--- config.mk ---
export PLATFORM = sky130hd
export DESIGN_NAME = sync_serial_rx
export DESIGN_NICKNAME = d
export VERILOG_FILES = /design/src/rtl/ssrx_pkg.sv /design/src/rtl/ssrx_clk_src.sv /design/src/rtl/ssrx_shifter.sv /design/src/rtl/ssrx_regs.sv /design/src/rtl/sync_serial_rx.sv
export SDC_FILE = /design/constraint.sdc
export NUM_CORES = 1
export LEC_CHECK = 0
export ABC_AREA = 0
export CORE_ASPECT_RATIO = 1.2
export CORE_MARGIN = 2
export CORE_UTILIZATION = 50
export CTS_CLUSTER_DIAMETER = 150
export DETAILED_ROUTE_END_ITERATION = 16
export DONT_BUFFER_PORTS = 1
export PLACE_DENSITY = 0.62
export SLEW_MARGIN = 15
export SYNTH_ARGS = -nofsm -noshare
export SYNTH_HDL_FRONTEND = slang
export SYNTH_SLANG_ARGS = --single-unit
--- constraint.sdc ---
create_clock -name clk -period 4.58 [get_ports clk]
set_input_delay 0.229 -clock clk [delete_from_list [all_inputs] [get_ports clk]]
set_output_delay 0.229 -clock clk [all_outputs]
set_load 0.005 [all_outputs]
--- src/rtl/ssrx_pkg.sv ---
package ssrx_pkg;

   localparam int unsigned ADDR_W    = 2;
   localparam int unsigned CTRL_BITS = 4;

   typedef enum logic [ADDR_W-1:0] {
      REG_CTRL = 2'd0,
      REG_STAT = 2'd1,
      REG_DATA = 2'd2,
      REG_DIV  = 2'd3
   } reg_sel_e;

   // bit0 enable, bit1 master, bit2 rx irq enable, bit3 error irq enable
   typedef struct packed {
      logic err_ie;
      logic rx_ie;
      logic master;
      logic rx_en;
   } ctrl_t;

endpackage

--- src/rtl/ssrx_clk_src.sv ---
module ssrx_clk_src #(
   parameter int unsigned DIV_W       = 8,
   parameter int unsigned SYNC_STAGES = 2,
   parameter bit          MASTER_EN   = 1'b1
) (
   input  logic             clk,
   input  logic             rst_n,
   input  logic             master_sel,
   input  logic             run,
   input  logic [DIV_W-1:0] div,
   input  logic             sck_in,
   input  logic             sdi,
   output logic             rise,
   output logic             bit_val,
   output logic             sclk
);

   if (SYNC_STAGES < 2) begin : g_bad_sync
      $error("SYNC_STAGES must be at least 2");
   end

   logic [SYNC_STAGES-1:0] sck_pipe;
   logic [SYNC_STAGES-1:0] sdi_pipe;
   logic                   sck_prev;
   logic                   s_rise;
   logic                   m_rise;

   for (genvar i = 0; i < SYNC_STAGES; i++) begin : g_stage
      if (i == 0) begin : g_first
         always_ff @(posedge clk or negedge rst_n) begin
            if (!rst_n) begin
               sck_pipe[0] <= 1'b0;
               sdi_pipe[0] <= 1'b0;
            end else begin
               sck_pipe[0] <= sck_in;
               sdi_pipe[0] <= sdi;
            end
         end
      end else begin : g_next
         always_ff @(posedge clk or negedge rst_n) begin
            if (!rst_n) begin
               sck_pipe[i] <= 1'b0;
               sdi_pipe[i] <= 1'b0;
            end else begin
               sck_pipe[i] <= sck_pipe[i-1];
               sdi_pipe[i] <= sdi_pipe[i-1];
            end
         end
      end
   end

   always_ff @(posedge clk or negedge rst_n) begin
      if (!rst_n) sck_prev <= 1'b0;
      else        sck_prev <= sck_pipe[SYNC_STAGES-1];
   end

   assign s_rise = sck_pipe[SYNC_STAGES-1] & ~sck_prev;

   if (MASTER_EN) begin : g_master
      logic [DIV_W-1:0] hcnt;
      logic             sclk_q;
      logic             active;

      assign active = master_sel & run;

      always_ff @(posedge clk or negedge rst_n) begin
         if (!rst_n) begin
            hcnt   <= '0;
            sclk_q <= 1'b0;
         end else if (!active) begin
            hcnt   <= '0;
            sclk_q <= 1'b0;
         end else if (hcnt == div) begin
            hcnt   <= '0;
            sclk_q <= ~sclk_q;
         end else begin
            hcnt   <= hcnt + 1'b1;
         end
      end

      assign m_rise = active && (hcnt == div) && !sclk_q;
      assign sclk   = sclk_q;

      // generated clock parks low whenever reception may not run
      a_r4_clock_parked: assert property (@(posedge clk) disable iff (!rst_n)
         !active |=> !sclk_q);
   end else begin : g_slave_only
      logic unused_master_in;
      assign unused_master_in = ^{div, run};
      assign m_rise = 1'b0;
      assign sclk   = 1'b0;
   end

   assign rise    = (MASTER_EN && master_sel) ? m_rise : s_rise;
   assign bit_val = (MASTER_EN && master_sel) ? sdi : sdi_pipe[SYNC_STAGES-1];

endmodule

--- src/rtl/ssrx_shifter.sv ---
module ssrx_shifter #(
   parameter int unsigned FRAME_BITS = 8
) (
   input  logic                  clk,
   input  logic                  rst_n,
   input  logic                  run,
   input  logic                  rise,
   input  logic                  bit_val,
   output logic                  done,
   output logic [FRAME_BITS-1:0] frame
);

   if (FRAME_BITS < 2) begin : g_bad_frame
      $error("FRAME_BITS must be at least 2");
   end

   localparam int unsigned          CNT_W = $clog2(FRAME_BITS);
   localparam logic [CNT_W-1:0]     LAST  = CNT_W'(FRAME_BITS - 1);

   logic [CNT_W-1:0]      cnt;
   logic [FRAME_BITS-1:0] shreg;
   logic                  step;

   assign step  = run & rise;
   assign frame = {bit_val, shreg[FRAME_BITS-1:1]};
   assign done  = step && (cnt == LAST);

   always_ff @(posedge clk or negedge rst_n) begin
      if (!rst_n) begin
         cnt   <= '0;
         shreg <= '0;
      end else if (!run) begin
         cnt   <= '0;
      end else if (rise) begin
         shreg <= frame;
         cnt   <= (cnt == LAST) ? '0 : cnt + 1'b1;
      end
   end

   // a stopped receiver always restarts a frame from bit 0
   a_r10_counter_restarts: assert property (@(posedge clk) disable iff (!rst_n)
      !run |=> (cnt == '0));

endmodule

--- src/rtl/ssrx_regs.sv ---
module ssrx_regs
   import ssrx_pkg::*;
#(
   parameter int unsigned BUS_W      = 8,
   parameter int unsigned FRAME_BITS = 8,
   parameter int unsigned DIV_W      = 8,
   parameter int unsigned DIV_RST    = 1
) (
   input  logic                  clk,
   input  logic                  rst_n,
   input  logic                  wr,
   input  logic                  rd,
   input  logic [ADDR_W-1:0]     addr,
   input  logic [BUS_W-1:0]      wdata,
   output logic [BUS_W-1:0]      rdata,
   input  logic                  done,
   input  logic [FRAME_BITS-1:0] frame,
   output ctrl_t                 ctrl,
   output logic [DIV_W-1:0]      div,
   output logic                  full,
   output logic                  ovr
);

   if (BUS_W < CTRL_BITS || BUS_W < FRAME_BITS || BUS_W < DIV_W) begin : g_bad_bus
      $error("BUS_W too narrow for register contents");
   end
   if (DIV_RST >= (1 << DIV_W)) begin : g_bad_div
      $error("DIV_RST does not fit DIV_W");
   end

   logic [FRAME_BITS-1:0] data_q;
   logic                  rd_data;
   logic                  ovr_clr;
   logic                  busy;
   logic                  unused_wbits;

   assign unused_wbits = ^wdata;
   assign rd_data = rd && (reg_sel_e'(addr) == REG_DATA);
   assign ovr_clr = wr && (reg_sel_e'(addr) == REG_STAT) && !wdata[1];
   assign busy    = full && !rd_data;

   always_ff @(posedge clk or negedge rst_n) begin
      if (!rst_n) begin
         ctrl <= '0;
         div  <= DIV_W'(DIV_RST);
      end else if (wr) begin
         if (reg_sel_e'(addr) == REG_CTRL) ctrl <= ctrl_t'(wdata[CTRL_BITS-1:0]);
         if (reg_sel_e'(addr) == REG_DIV)  div  <= wdata[DIV_W-1:0];
      end
   end

   always_ff @(posedge clk or negedge rst_n) begin
      if (!rst_n) begin
         data_q <= '0;
         full   <= 1'b0;
         ovr    <= 1'b0;
      end else begin
         if (done) begin
            if (busy) begin
               ovr    <= 1'b1;
            end else begin
               data_q <= frame;
               full   <= 1'b1;
            end
         end else begin
            if (rd_data) full <= 1'b0;
            if (ovr_clr) ovr  <= 1'b0;
         end
      end
   end

   always_comb begin
      rdata = '0;
      unique case (reg_sel_e'(addr))
         REG_CTRL: rdata[CTRL_BITS-1:0]  = ctrl;
         REG_STAT: rdata[1:0]            = {ovr, full};
         REG_DATA: rdata[FRAME_BITS-1:0] = data_q;
         REG_DIV:  rdata[DIV_W-1:0]      = div;
         default:  rdata                 = '0;
      endcase
   end

   a_r3_frame_stored: assert property (@(posedge clk) disable iff (!rst_n)
      (done && !busy) |=> (full && data_q == $past(frame)));

   a_r6_read_clears: assert property (@(posedge clk) disable iff (!rst_n)
      (rd_data && !done) |=> !full);

   a_r7_old_byte_kept: assert property (@(posedge clk) disable iff (!rst_n)
      (done && busy) |=> (ovr && full && data_q == $past(data_q)));

   a_r9_overrun_sticky: assert property (@(posedge clk) disable iff (!rst_n)
      (ovr && !ovr_clr) |=> ovr);

   a_r9_no_capture_locked: assert property (@(posedge clk) disable iff (!rst_n)
      ovr |=> $stable(data_q));

endmodule

--- src/rtl/sync_serial_rx.sv ---
module sync_serial_rx
   import ssrx_pkg::*;
#(
   parameter int unsigned BUS_W       = 8,
   parameter int unsigned FRAME_BITS  = 8,
   parameter int unsigned DIV_W       = 8,
   parameter int unsigned DIV_RST     = 1,
   parameter int unsigned SYNC_STAGES = 2,
   parameter bit          MASTER_EN   = 1'b1
) (
   input  logic              clk,
   input  logic              rst_n,
   input  logic              host_wr,
   input  logic              host_rd,
   input  logic [1:0]        host_addr,
   input  logic [BUS_W-1:0]  host_wdata,
   output logic [BUS_W-1:0]  host_rdata,
   input  logic              sck_in,
   output logic              sck_out,
   output logic              sck_oe,
   input  logic              sdi,
   output logic              irq_rx,
   output logic              irq_err
);

   ctrl_t                 ctrl;
   logic [DIV_W-1:0]      div;
   logic                  full;
   logic                  ovr;
   logic                  run;
   logic                  rise;
   logic                  bit_val;
   logic                  done;
   logic [FRAME_BITS-1:0] frame;

   assign run = ctrl.rx_en & ~ovr;

   ssrx_regs #(
      .BUS_W      (BUS_W),
      .FRAME_BITS (FRAME_BITS),
      .DIV_W      (DIV_W),
      .DIV_RST    (DIV_RST)
   ) u_regs (
      .clk   (clk),
      .rst_n (rst_n),
      .wr    (host_wr),
      .rd    (host_rd),
      .addr  (host_addr),
      .wdata (host_wdata),
      .rdata (host_rdata),
      .done  (done),
      .frame (frame),
      .ctrl  (ctrl),
      .div   (div),
      .full  (full),
      .ovr   (ovr)
   );

   ssrx_clk_src #(
      .DIV_W       (DIV_W),
      .SYNC_STAGES (SYNC_STAGES),
      .MASTER_EN   (MASTER_EN)
   ) u_clk (
      .clk        (clk),
      .rst_n      (rst_n),
      .master_sel (ctrl.master),
      .run        (run),
      .div        (div),
      .sck_in     (sck_in),
      .sdi        (sdi),
      .rise       (rise),
      .bit_val    (bit_val),
      .sclk       (sck_out)
   );

   ssrx_shifter #(
      .FRAME_BITS (FRAME_BITS)
   ) u_shift (
      .clk     (clk),
      .rst_n   (rst_n),
      .run     (run),
      .rise    (rise),
      .bit_val (bit_val),
      .done    (done),
      .frame   (frame)
   );

   assign sck_oe  = MASTER_EN && ctrl.master;
   assign irq_rx  = full & ctrl.rx_ie;
   assign irq_err = ovr & ctrl.err_ie;

   // a locked receiver completes no frame
   a_r9_locked_no_done: assert property (@(posedge clk) disable iff (!rst_n)
      (ovr && $past(ovr)) |-> !done);

   // the byte-waiting interrupt rises only together with or after a stored byte
   a_r5_irq_needs_byte: assert property (@(posedge clk) disable iff (!rst_n)
      $rose(irq_rx) |-> (full && ctrl.rx_ie));

endmodule

==> flow_metrics.py, run 1 <==
metrics = {
    "status": {
        "status": "finished, final reports clean",
    },
    "setup_path": {
        "critPathCaptureType": "flop",
        "cp.arrival_ns": 2.50,
        "crit_type": "reg2reg",
        "regToRegSetupSlack_ns": 2.26,
        "worst_setup_path_start_kind": "flop",
        "path_max_fanout": 13,
        "crit_required_ns": 4.76,
    },
    "placement": {
        "dp_hpwl_um": 4140,
        "place_ws_ns": 2.28,
        "io_buffer_count": 0,
        "gp_congestion": 0.749,
    },
    "cells_and_area": {
        "mostFrequentLayoutCells": "dfrtp_1, and3_1, nand3_1",
        "mostFrequentLayoutCell": "dfrtp_1",
        "post-route-util_pct": 54.7,
        "diodes": 0,
        "final_nets": 273,
        "fillers": 481,
        "drive_gt1_share_pct": 15.3,
        "areaGrowthSynthToFinish_pct": 7.48,
    },
    "pwr": {
        "p_leak_nw": 1.22,
        "p_total_w": 0.000944,
        "worst_ir_drop_vdd_mv": 0.149,
        "power_density_nw_per_um2": 330,
    },
    "sta": {
        "worst_slack_ns": 2.26,
        "setup-tns-final_ns": 0,
        "tightest_slew_ns": 0.767,
        "final_max_slew_viol_count": 0,
        "setup_viol": 0,
        "fmax_mhz": 430,
        "rsz0062_at_grt": "no",
        "slew_headroom_pct": 48.7,
        "post-route-period-util_pct": 50.7,
        "period_needed_ns": 2.32,
        "hold_viol": 0,
        "skew_ns": 0.00549,
    },
    "yosys": {
        "syn-cell-area_um2": 2660,
        "synth_nets": 274,
        "ys_ff_latch": 46,
        "ys_types": 47,
        "synth_edf_count": 0,
        "synth_warnings": 0,
        "yosysSeqAreaShare_pct": 43.3,
        "syn_inst": 255,
        "syn_avg_cell_area_um2": 10.4,
        "synth_ff_type": "dfrtp_1",
        "ys_async_sr_fraction_pct": 100,
    },
    "global_routing": {
        "grt_remaining_overflow": 0,
        "grt_pass1_vias": 2024,
        "antenna_found_initial": 0,
        "grt_max_degree": 47,
        "grt_use_total_pct": 23.0,
        "grt_pass1_wl_um": 10700,
    },
    "die": {
        "die-area_um2": 5920,
        "core_um2": 5230,
        "num_rows": 29,
        "ioPinCount": 28,
        "die_h_um": 83.9,
        "start_util_pct": 50.9,
        "die_w_um": 70.6,
    },
    "clocking": {
        "htreeDepth": 2,
        "cts_buffer_depth": 2,
        "cts_tree": "yes",
        "clk_pin_slew_ns": 0.09,
        "cts.sinks": 46,
        "cts_buffers": 5,
        "root_buffer": "clkbuf_8",
        "clock_latency_ns": 0.30,
    },
    "detailed_routing": {
        "routed_wl_um": 6260,
        "drc": 0,
        "drtPass1Iterations": 4,
        "first_iter_violations": 135,
        "post_drt_wl_per_cell_um": 19.8,
        "final_antenna_net_count": 0,
        "vias_per_cell": 6.34,
        "vias": 2010,
    },
    "hold_path": {
        "hold_class": "in2reg",
    },
    "flow_run": {
        "maxCapViolCount": 0,
    },
}
[repair_timing]
item | 4_1_cts | 5_1_grt
buffers inserted | 0 | 0
hold buffers | 4 | 0
endpoints found under the hold margin | 48 | 0
resized for setup | 0 | 0
[through the flow]
stage,cells,hold slack (ns),instance area [um2]
CTS,317,0.0672,2860
global route,317,0.0660,2860
global placement,305,-0.0657,2710
detailed placement,305,-0.0657,2710
finish,317,0.0755,2860
floorplan,255,-0.0666,2660
[sequential cells by signal, indices dropped and copies added, names as in the netlist]
register,cells
u_shift.cnt,3
u_clk.g_master.hcnt,8
u_regs.ctrl,4
u_regs.ovr,1
u_clk.sclk,1
u_clk.sck_pipe,2
u_clk.sck_prev,1
u_regs.data_q,8
u_regs.full,1
u_clk.sdi_pipe,2
u_regs.div,8
u_shift.shreg,7
[where the power goes]
group	switching, W	leakage [nW]	internal, W
registers	0.0000400	0.567	0.000440
clock network	0.000140	0.0482	0.000122
logic	0.000117	0.608	0.0000849
[per-layer routing]
layer	global-route usage, %	wire length (um)
met1	33.0	2920
met2	35.8	3050
met5	0	0
met3	3.74	215
met4	7.03	82
[critical path, stage by stage (launching register included)]
cell	delay, ns
dfrtp_1	0.43
xor2_1	0.20
or4_4	0.62
nor2_1	0.50
buf_4	0.32
o211ai_1	0.13
[layout make-up]
cell class | count | area (um2) | area share (%)
tap | 62 | 77.6 | 2.71
multi-input combinational | 188 | 1430 | 49.9
sequential | 46 | 1150 | 40.3
inverter | 4 | 15.0 | 0.525
clock inverter | 1 | 5.00 | 0.175
timing repair buffer | 9 | 95.1 | 3.33
clock buffer | 7 | 86.3 | 3.02
[cells by family (layout without fill, tap and decap cells)]
family          count (synthesis)  after routing  synth area share [%]
xor+xnor                       14             14                  4.61
mux                            21             21                  9.51
simple gates                  104            104                  23.0
fa+ha+maj                       3              3                  1.41
buf+inv                        21             21                  3.48
compound gates                 46             46                  14.6
flops                          46             46                  43.3
[path summary, 6_finish.rpt]
| check | end | start | cells past startpoint |
|---|---|---|---|
| worst max-delay path | u_shift.shreg[1]$_DFFE_PN0P_ | u_clk.g_master.hcnt[4]$_DFF_PN0_ | 5 |
| worst min-delay path | u_regs.div[5]$_DFFE_PN0P_ | host_wdata[5] | 1 |
| worst max register to register | u_shift.shreg[1]$_DFFE_PN0P_ | u_clk.g_master.hcnt[4]$_DFF_PN0_ | 5 |
| worst min register to register | u_clk.sck_pipe[1]$_DFF_PN0_ | u_clk.sck_pipe[0]$_DFF_PN0_ | 0 |
| max in group asynchronous | u_regs.div[0]$_DFFE_PN1P_ | rst_n | 2 |
| min in group asynchronous | u_clk.g_master.hcnt[2]$_DFF_PN0_ | rst_n | 2 |
[cells in the mapped netlist (all sizes together) (2+ instances only)]
| cell type | number | area, um2 |
|---|---|---|
| o311ai | 4 | 35.0 |
| a211oi | 8 | 60.1 |
| nor2 | 4 | 15.0 |
| nand2b | 2 | 12.5 |
| nor3b | 2 | 15.0 |
| ha | 3 | 37.5 |
| nor4 | 2 | 12.5 |
| dfrtp | 45 | 1130 |
| xor2 | 13 | 114 |
| mux2i | 5 | 50.1 |
| and3 | 21 | 131 |
| buf | 5 | 32.5 |
| nor3 | 10 | 50.1 |
| nand2 | 11 | 41.3 |
| and2 | 9 | 56.3 |
| clkbuf | 12 | 45.0 |
| and4 | 4 | 35.0 |
| o211ai | 11 | 82.6 |
| a221o | 4 | 40.0 |
| nand4 | 5 | 31.3 |
| inv | 4 | 15.0 |
| a22o | 2 | 17.5 |
| a31oi | 3 | 18.8 |
| nand3 | 21 | 105 |
| o311a | 5 | 52.6 |
| a21oi | 3 | 15.0 |
| o2111ai | 2 | 17.5 |
| mux2 | 14 | 158 |
| or4 | 2 | 22.5 |
| mux4 | 2 | 45.0 |
| nor2b | 5 | 31.3 |
Note: power is estimated with default switching activity, not from simulation.
==> inputs of run 2 (changes only) <==
==> constraint.sdc (replaced) <==
create_clock -name clk -period 2.4 [get_ports clk]
set_input_delay 0.12 -clock clk [delete_from_list [all_inputs] [get_ports clk]]
set_output_delay 0.12 -clock clk [all_outputs]
set_load 0.005 [all_outputs]
==> run 2 against run 1 <==
  * Sequential cell count is the same
  * Via count rose by 3.3%
  * Global-route usage fell by 0.99 points
  * Total power is 91% higher
  * Cell area rose by 4.1%
  * Sequential power increased by 91%
  * Sequential share of layout area fell by 1.6 points
  * Clock power up 84%
  * Final cell count grew 4.1%
  * Register-to-register slack got worse by 1.9 ns
  * Count of clock-buffer cells in the layout up 1
  * Maximum frequency increased by 13%
==> flow_metrics.py, run 2 (same netlist as run 1, synthesis figures left out) <==
metrics = {
    "sta": {
        "worst_slack_ns": 0.342,
        "setup-tns-final_ns": 0,
        "skew_ns": 0.00687,
        "post-route-period-util_pct": 85.8,
        "setup_viol": 0,
        "tightest_slew_ns": 0.631,
        "final_max_slew_viol_count": 0,
        "fmax_mhz": 486,
        "hold_viol": 0,
        "slew_headroom_pct": 57.9,
        "rsz0062_at_grt": "no",
        "period_needed_ns": 2.06,
    },
    "die": {
        "die_h_um": 83.9,
        "num_rows": 29,
        "core_um2": 5230,
        "die-area_um2": 5920,
        "start_util_pct": 50.9,
        "die_w_um": 70.6,
        "ioPinCount": 28,
    },
    "cells_and_area": {
        "diodes": 0,
        "final_nets": 286,
        "fillers": 466,
        "drive_gt1_share_pct": 16.0,
        "post-route-cell-area_um2": 2970,
        "reg_top3": "u_clk.g_master.hcnt (8), u_regs.data_q (8), u_regs.div (8)",
        "seq_area_um2": 1150,
        "mostFrequentLayoutCells": "dfrtp_1, and3_1, nand3_1",
        "mostFrequentLayoutCell": "dfrtp_1",
        "multi_input_area_um2": 1430,
        "areaGrowthSynthToFinish_pct": 11.9,
    },
    "clocking": {
        "cts_buffers": 5,
        "hold_buffers": 12,
        "root_buffer": "clkbuf_8",
        "clock_latency_ns": 0.29,
        "cts.sinks": 46,
        "htreeDepth": 2,
        "cts_tree": "yes",
        "cts_resized": 0,
        "clk_pin_slew_ns": 0.08,
        "post_cts_buffers": 0,
        "cts_buffer_depth": 2,
    },
    "setup_path": {
        "critPathCaptureType": "flop",
        "cp.arrival_ns": 2.24,
        "crit_required_ns": 2.58,
        "regToRegSetupSlack_ns": 0.34,
        "path_max_fanout": 13,
        "worst_setup_path_start_kind": "flop",
        "crit_type": "reg2reg",
    },
    "status": {
        "status": "finished, final reports clean",
    },
    "global_routing": {
        "grt_pass1_vias": 2067,
        "grt_use_total_pct": 22.0,
        "grt_pass1_wl_um": 10400,
        "grt_remaining_overflow": 0,
        "grt_max_degree": 47,
        "antenna_found_initial": 0,
    },
    "detailed_routing": {
        "first_iter_violations": 140,
        "vias_per_cell": 6.29,
        "drtPass1Iterations": 4,
        "routed_wl_um": 6150,
        "post_drt_wl_per_cell_um": 18.6,
        "drc": 0,
        "vias": 2076,
        "final_antenna_net_count": 0,
    },
    "hold_path": {
        "hold_class": "in2reg",
    },
    "pwr": {
        "p_leak_nw": 1.28,
        "power_density_nw_per_um2": 606,
        "worst_ir_drop_vdd_mv": 0.251,
    },
    "placement": {
        "dp_hpwl_um": 4210,
        "io_buffer_count": 0,
        "dpl_cell_area_um2": 2750,
        "place_ws_ns": 0.364,
        "gp_congestion": 0.813,
    },
    "flow_run": {
        "maxCapViolCount": 0,
    },
}
run 2: cell count changes in the layout (fill, tap and decap cells not counted):
cell	before	now
buf_4	5	10
clkbuf_1	1	2
dlygate4sd3_1	3	11
clkinv_2	1	0
run 2: final timing paths:
path,startpoint,endpoint,cells past startpoint
setup / recovery,u_clk.g_master.hcnt[4]$_DFF_PN0_,u_regs.data_q[2]$_DFFE_PN0P_,4
hold reg to reg,u_clk.sdi_pipe[0]$_DFF_PN0_,u_clk.sdi_pipe[1]$_DFF_PN0_,0
hold / removal,host_addr[0],u_regs.ctrl[0]$_DFFE_PN0P_,2
min in group asynchronous,rst_n,u_regs.data_q[6]$_DFFE_PN0P_,2
setup reg to reg,u_clk.g_master.hcnt[4]$_DFF_PN0_,u_regs.data_q[2]$_DFFE_PN0P_,4
max in group asynchronous,rst_n,u_regs.div[0]$_DFFE_PN1P_,2
run 2: routing by layer:
| metal | part of all wire, % | GRT usage (%) | vias up |
|---|---|---|---|
| li1 | - | - | 1000 |
| met1 | 47 | 30.6 | 1029 |
| met2 | 49 | 35.8 | 38 |
| met3 | 3.0 | 3.38 | 9 |
| met4 | 1.3 | 6.00 | 0 |
| met5 | 0 | 0 | - |
run 2: power by group:
part	internal, W	switching [W]	total [W]
logic	0.000181	0.000224	0.000405
registers	0.000840	0.0000744	0.000915
clock network	0.000235	0.000247	0.000482
run 2: critical path: stages, from the launching register on:
cell     delay [ns]
dfrtp_1        0.43
xor2_1         0.20
or4_4          0.62
o311a_2        0.43
a221o_1        0.26
run 2: through the flow:
stage	utilization (%)	hold WS [ns]	std cells	total power, W
final	56.9	0.164	330	0.00180
after CTS	56.9	0.159	330	0.00182
after global routing	56.9	0.172	330	0.00191
after detailed placement	52.6	-0.175	310	0.00130
after floorplan	-	-0.176	255	0.00120
after global placement	52.6	-0.175	310	0.00129
run 2: area by class of cell:
type                            count  area share, %
Multi-Input combinational cell    188           48.0
Tap cell                           62           2.61
Timing Repair Buffer               22           7.15
Clock buffer                        8           3.03
Sequential cell                    46           38.7
Inverter                            4          0.505
==> inputs of run 3 (changes only) <==
--- a/config.mk
+++ b/config.mk
@@ -13,7 +13,9 @@
 export DETAILED_ROUTE_END_ITERATION = 16
 export DONT_BUFFER_PORTS = 1
 export PLACE_DENSITY = 0.62
+export SKIP_LAST_GASP = 1
 export SLEW_MARGIN = 15
 export SYNTH_ARGS = -nofsm -noshare
 export SYNTH_HDL_FRONTEND = slang
+export SYNTH_HIERARCHICAL = 1
 export SYNTH_SLANG_ARGS = --single-unit
==> run 3 against run 2 <==
  * Setup slack lost 0.30 ns
  * Non-clock buffer count rose by 5
  * Die area fell by 19%
  * Routed wire length fell by 31%
  * Final cell count shrank 27%
  * Clock skew about the same
  * Via count down 37%
  * Critical path type unchanged
  * Critical endpoint is now u_regs/data_q[6]$_DFFE_PN0P_
  * Largest power group unchanged
==> flow_metrics.py, run 3 <==
metrics = {
    "yosys": {
        "synth_top_area_share_pct": 53.2,
        "synth_edf_count": 0,
        "ys_async_sr_fraction_pct": 100,
        "synth_commonest_cells": "dfrtp_1, mux2_2, xnor2_1",
        "yosysMostFrequentCell": "dfrtp_1",
        "ys_types": 37,
        "yosys.area.top_type": "dfrtp_1",
        "synth_nets": 173,
        "syn_inst": 154,
        "yosysSeqAreaShare_pct": 54.4,
        "ys_ff_latch": 46,
        "synth_warnings": 6,
        "synth_ff_type": "dfrtp_1",
        "syn-cell-area_um2": 2120,
        "synthTopCellsByArea": "dfrtp_1, mux2_2, xnor2_1",
        "syn_avg_cell_area_um2": 13.7,
    },
    "setup_path": {
        "r2r_end": "u_regs/data_q[6]$_DFFE_PN0P_",
        "regToRegSetupSlack_ns": 0.04,
        "cp.arrival_ns": 2.54,
        "reg2reg_from": "u_regs/div[0]$_DFFE_PN1P_",
        "crit_required_ns": 2.58,
        "crit_type": "reg2reg",
        "critPathCaptureType": "flop",
        "path_max_fanout": 7,
        "worst_setup_path_start_kind": "flop",
        "reg2reg_depth": 8,
    },
    "cells_and_area": {
        "drive_gt1_share_pct": 34.9,
        "mostFrequentLayoutCells": "dfrtp_1, mux2_2, dlygate4sd3_1",
        "seq_area_um2": 1150,
        "final_nets": 204,
        "multi_input_area_um2": 980,
        "areaGrowthSynthToFinish_pct": 23.5,
        "mostFrequentLayoutCell": "dfrtp_1",
        "fillers": 311,
        "reg_top3": "u_clk/g_master.hcnt (8), u_regs/data_q (8), u_regs/div (8)",
        "diodes": 0,
        "layoutNonFillerInstCount": 240,
    },
    "pwr": {
        "p_leak_nw": 1.19,
        "worst_ir_drop_vdd_mv": 0.541,
        "power_density_nw_per_um2": 741,
    },
    "die": {
        "core_um2": 4000,
        "ioPinCount": 28,
        "die-area_um2": 4770,
        "die_w_um": 63.4,
        "start_util_pct": 52.9,
        "die_h_um": 75.3,
        "num_rows": 25,
    },
    "sta": {
        "holdWs_ns": 0.0715,
        "setup_viol": 0,
        "slew_headroom_pct": 61.0,
        "hold_viol": 0,
        "final_max_slew_viol_count": 0,
        "worst_slack_ns": 0.0369,
        "post-route-period-util_pct": 98.5,
        "fmax_mhz": 423,
        "skew_ns": 0.00715,
        "tightest_slew_ns": 0.584,
        "rsz0062_at_grt": "yes",
        "period_needed_ns": 2.36,
    },
    "global_routing": {
        "grt_pass1_vias": 1410,
        "grt_pass1_wl_um": 6730,
        "antenna_found_initial": 0,
        "grt_use_total_pct": 18.7,
        "grt_max_degree": 47,
        "grt_remaining_overflow": 0,
    },
    "detailed_routing": {
        "drtPass1Iterations": 4,
        "drc": 0,
        "final_antenna_net_count": 0,
        "vias": 1314,
        "routed_wl_um": 4220,
        "post_drt_wl_per_cell_um": 17.6,
        "vias_per_cell": 5.48,
        "first_iter_violations": 53,
    },
    "flow_run": {
        "maxCapViolCount": 0,
    },
    "clocking": {
        "cts_tree": "yes",
        "cts_buffer_depth": 2,
        "htreeDepth": 2,
        "cts_buffers": 5,
        "clock_latency_ns": 0.29,
        "root_buffer": "clkbuf_8",
        "clk_pin_slew_ns": 0.08,
        "cts.sinks": 46,
    },
    "placement": {
        "place_ws_ns": -0.00586,
        "dp_cells": 213,
        "io_buffer_count": 0,
        "dp_hpwl_um": 2900,
        "gp_congestion": 0.792,
    },
    "hold_path": {
        "holdPathStages": 2,
        "holdPathEnd": "u_regs/full$_DFFE_PN0P_",
        "hold_class": "in2reg",
        "hp-start": "host_rd",
    },
    "status": {
        "status": "finished, final reports clean",
    },
}
## run 3: cell types whose count changed after synthesis, sizes merged, moves of 6 or more
cell    change
xor2        -9
mux2       +16
xnor2       +9
clkbuf     -12
nand3      -16
and3       -18
a211oi      -8
o211ai     -11
nor3        -9
nand2       -7
and2        -6
## run 3: through the flow
| stage | setup TNS [ns] | power (W) | utilization (%) | area (um2) |
|---|---|---|---|---|
| after global routing | -0.161 | 0.00203 | 65.3 | 2610 |
| final | 0 | 0.00194 | 65.3 | 2610 |
| after detailed placement | -0.00586 | 0.00120 | 55.6 | 2230 |
| after CTS | 0 | 0.00194 | 63.5 | 2540 |
| after floorplan | 0 | 0.00113 | - | 2120 |
| after global placement | 0 | 0.00119 | 55.6 | 2230 |
## run 3: final cells by class
class / count / area share, %
multi-input combinational: 104 / 37.5
timing repair buffer: 27 / 10.2
clock buffer: 6 / 3.16
sequential: 46 / 44.1
tap: 54 / 2.58
inverter: 1 / 0.144
clock inverter: 2 / 2.30
## run 3: worst max path at each step
stage / start / endpoint / slack (ns) / depth (start not counted)
after floorplan: u_regs/div[0]$_DFFE_PN1P_ / u_regs/data_q[0]$_DFFE_PN0P_ / 0.01 / 7
final: u_regs/div[0]$_DFFE_PN1P_ / u_regs/data_q[6]$_DFFE_PN0P_ / 0.04 / 8
after global placement: u_regs/div[0]$_DFFE_PN1P_ / u_regs/data_q[6]$_DFFE_PN0P_ / 0.008 / 7
after CTS: u_regs/div[0]$_DFFE_PN1P_ / u_regs/data_q[6]$_DFFE_PN0P_ / 0.003 / 7
after detailed placement: u_regs/div[0]$_DFFE_PN1P_ / u_regs/data_q[6]$_DFFE_PN0P_ / -0.006 / 7
after global routing: u_regs/div[0]$_DFFE_PN1P_ / u_regs/data_q[0]$_DFFE_PN0P_ / -0.03 / 8
## run 3: power breakdown
group	internal [W]	switching, W
logic	0.000176	0.000120
registers	0.000871	0.0000739
clock network	0.000444	0.000251
## run 3: what timing repair did
action                     4_1_cts  5_1_grt
pin swaps                        0        6
buffers inserted                 1        4
cloned                           0        0
gates resized for setup          1        8
setup endpoints to repair        8        8
hold buffers                    14        0
hold endpoints to repair        61        0
## run 3: kinds of logic (layout without fill, tap and decap cells)
family          Yosys count  after routing  synth area share, %
simple gates             39             39                 12.0
buf+inv                   4             36                 1.24
flops                    46             46                 54.4
compound gates           11             11                 4.32
fa+ha+maj                 3              3                 1.77
xor+xnor                 14             14                 5.79
mux                      37             37                 20.4
## run 3: layer usage
metal	wire length [um]	up-vias	track usage, %
met2	2270	28	32.4
li1	-	604	-
met5	0	-	0
met1	1680	670	21.7
met4	114	0	10.9
met3	155	12	4.04
## run 3: critical path, cell delays in order (launching register included)
cell      delay (ns)
dfstp_2         0.55
xnor2_1         0.11
nand4_1         0.12
or4_4           0.51
o21ai_2         0.08
and3_4          0.21
a21boi_4        0.22
buf_12          0.16
mux2_4          0.30
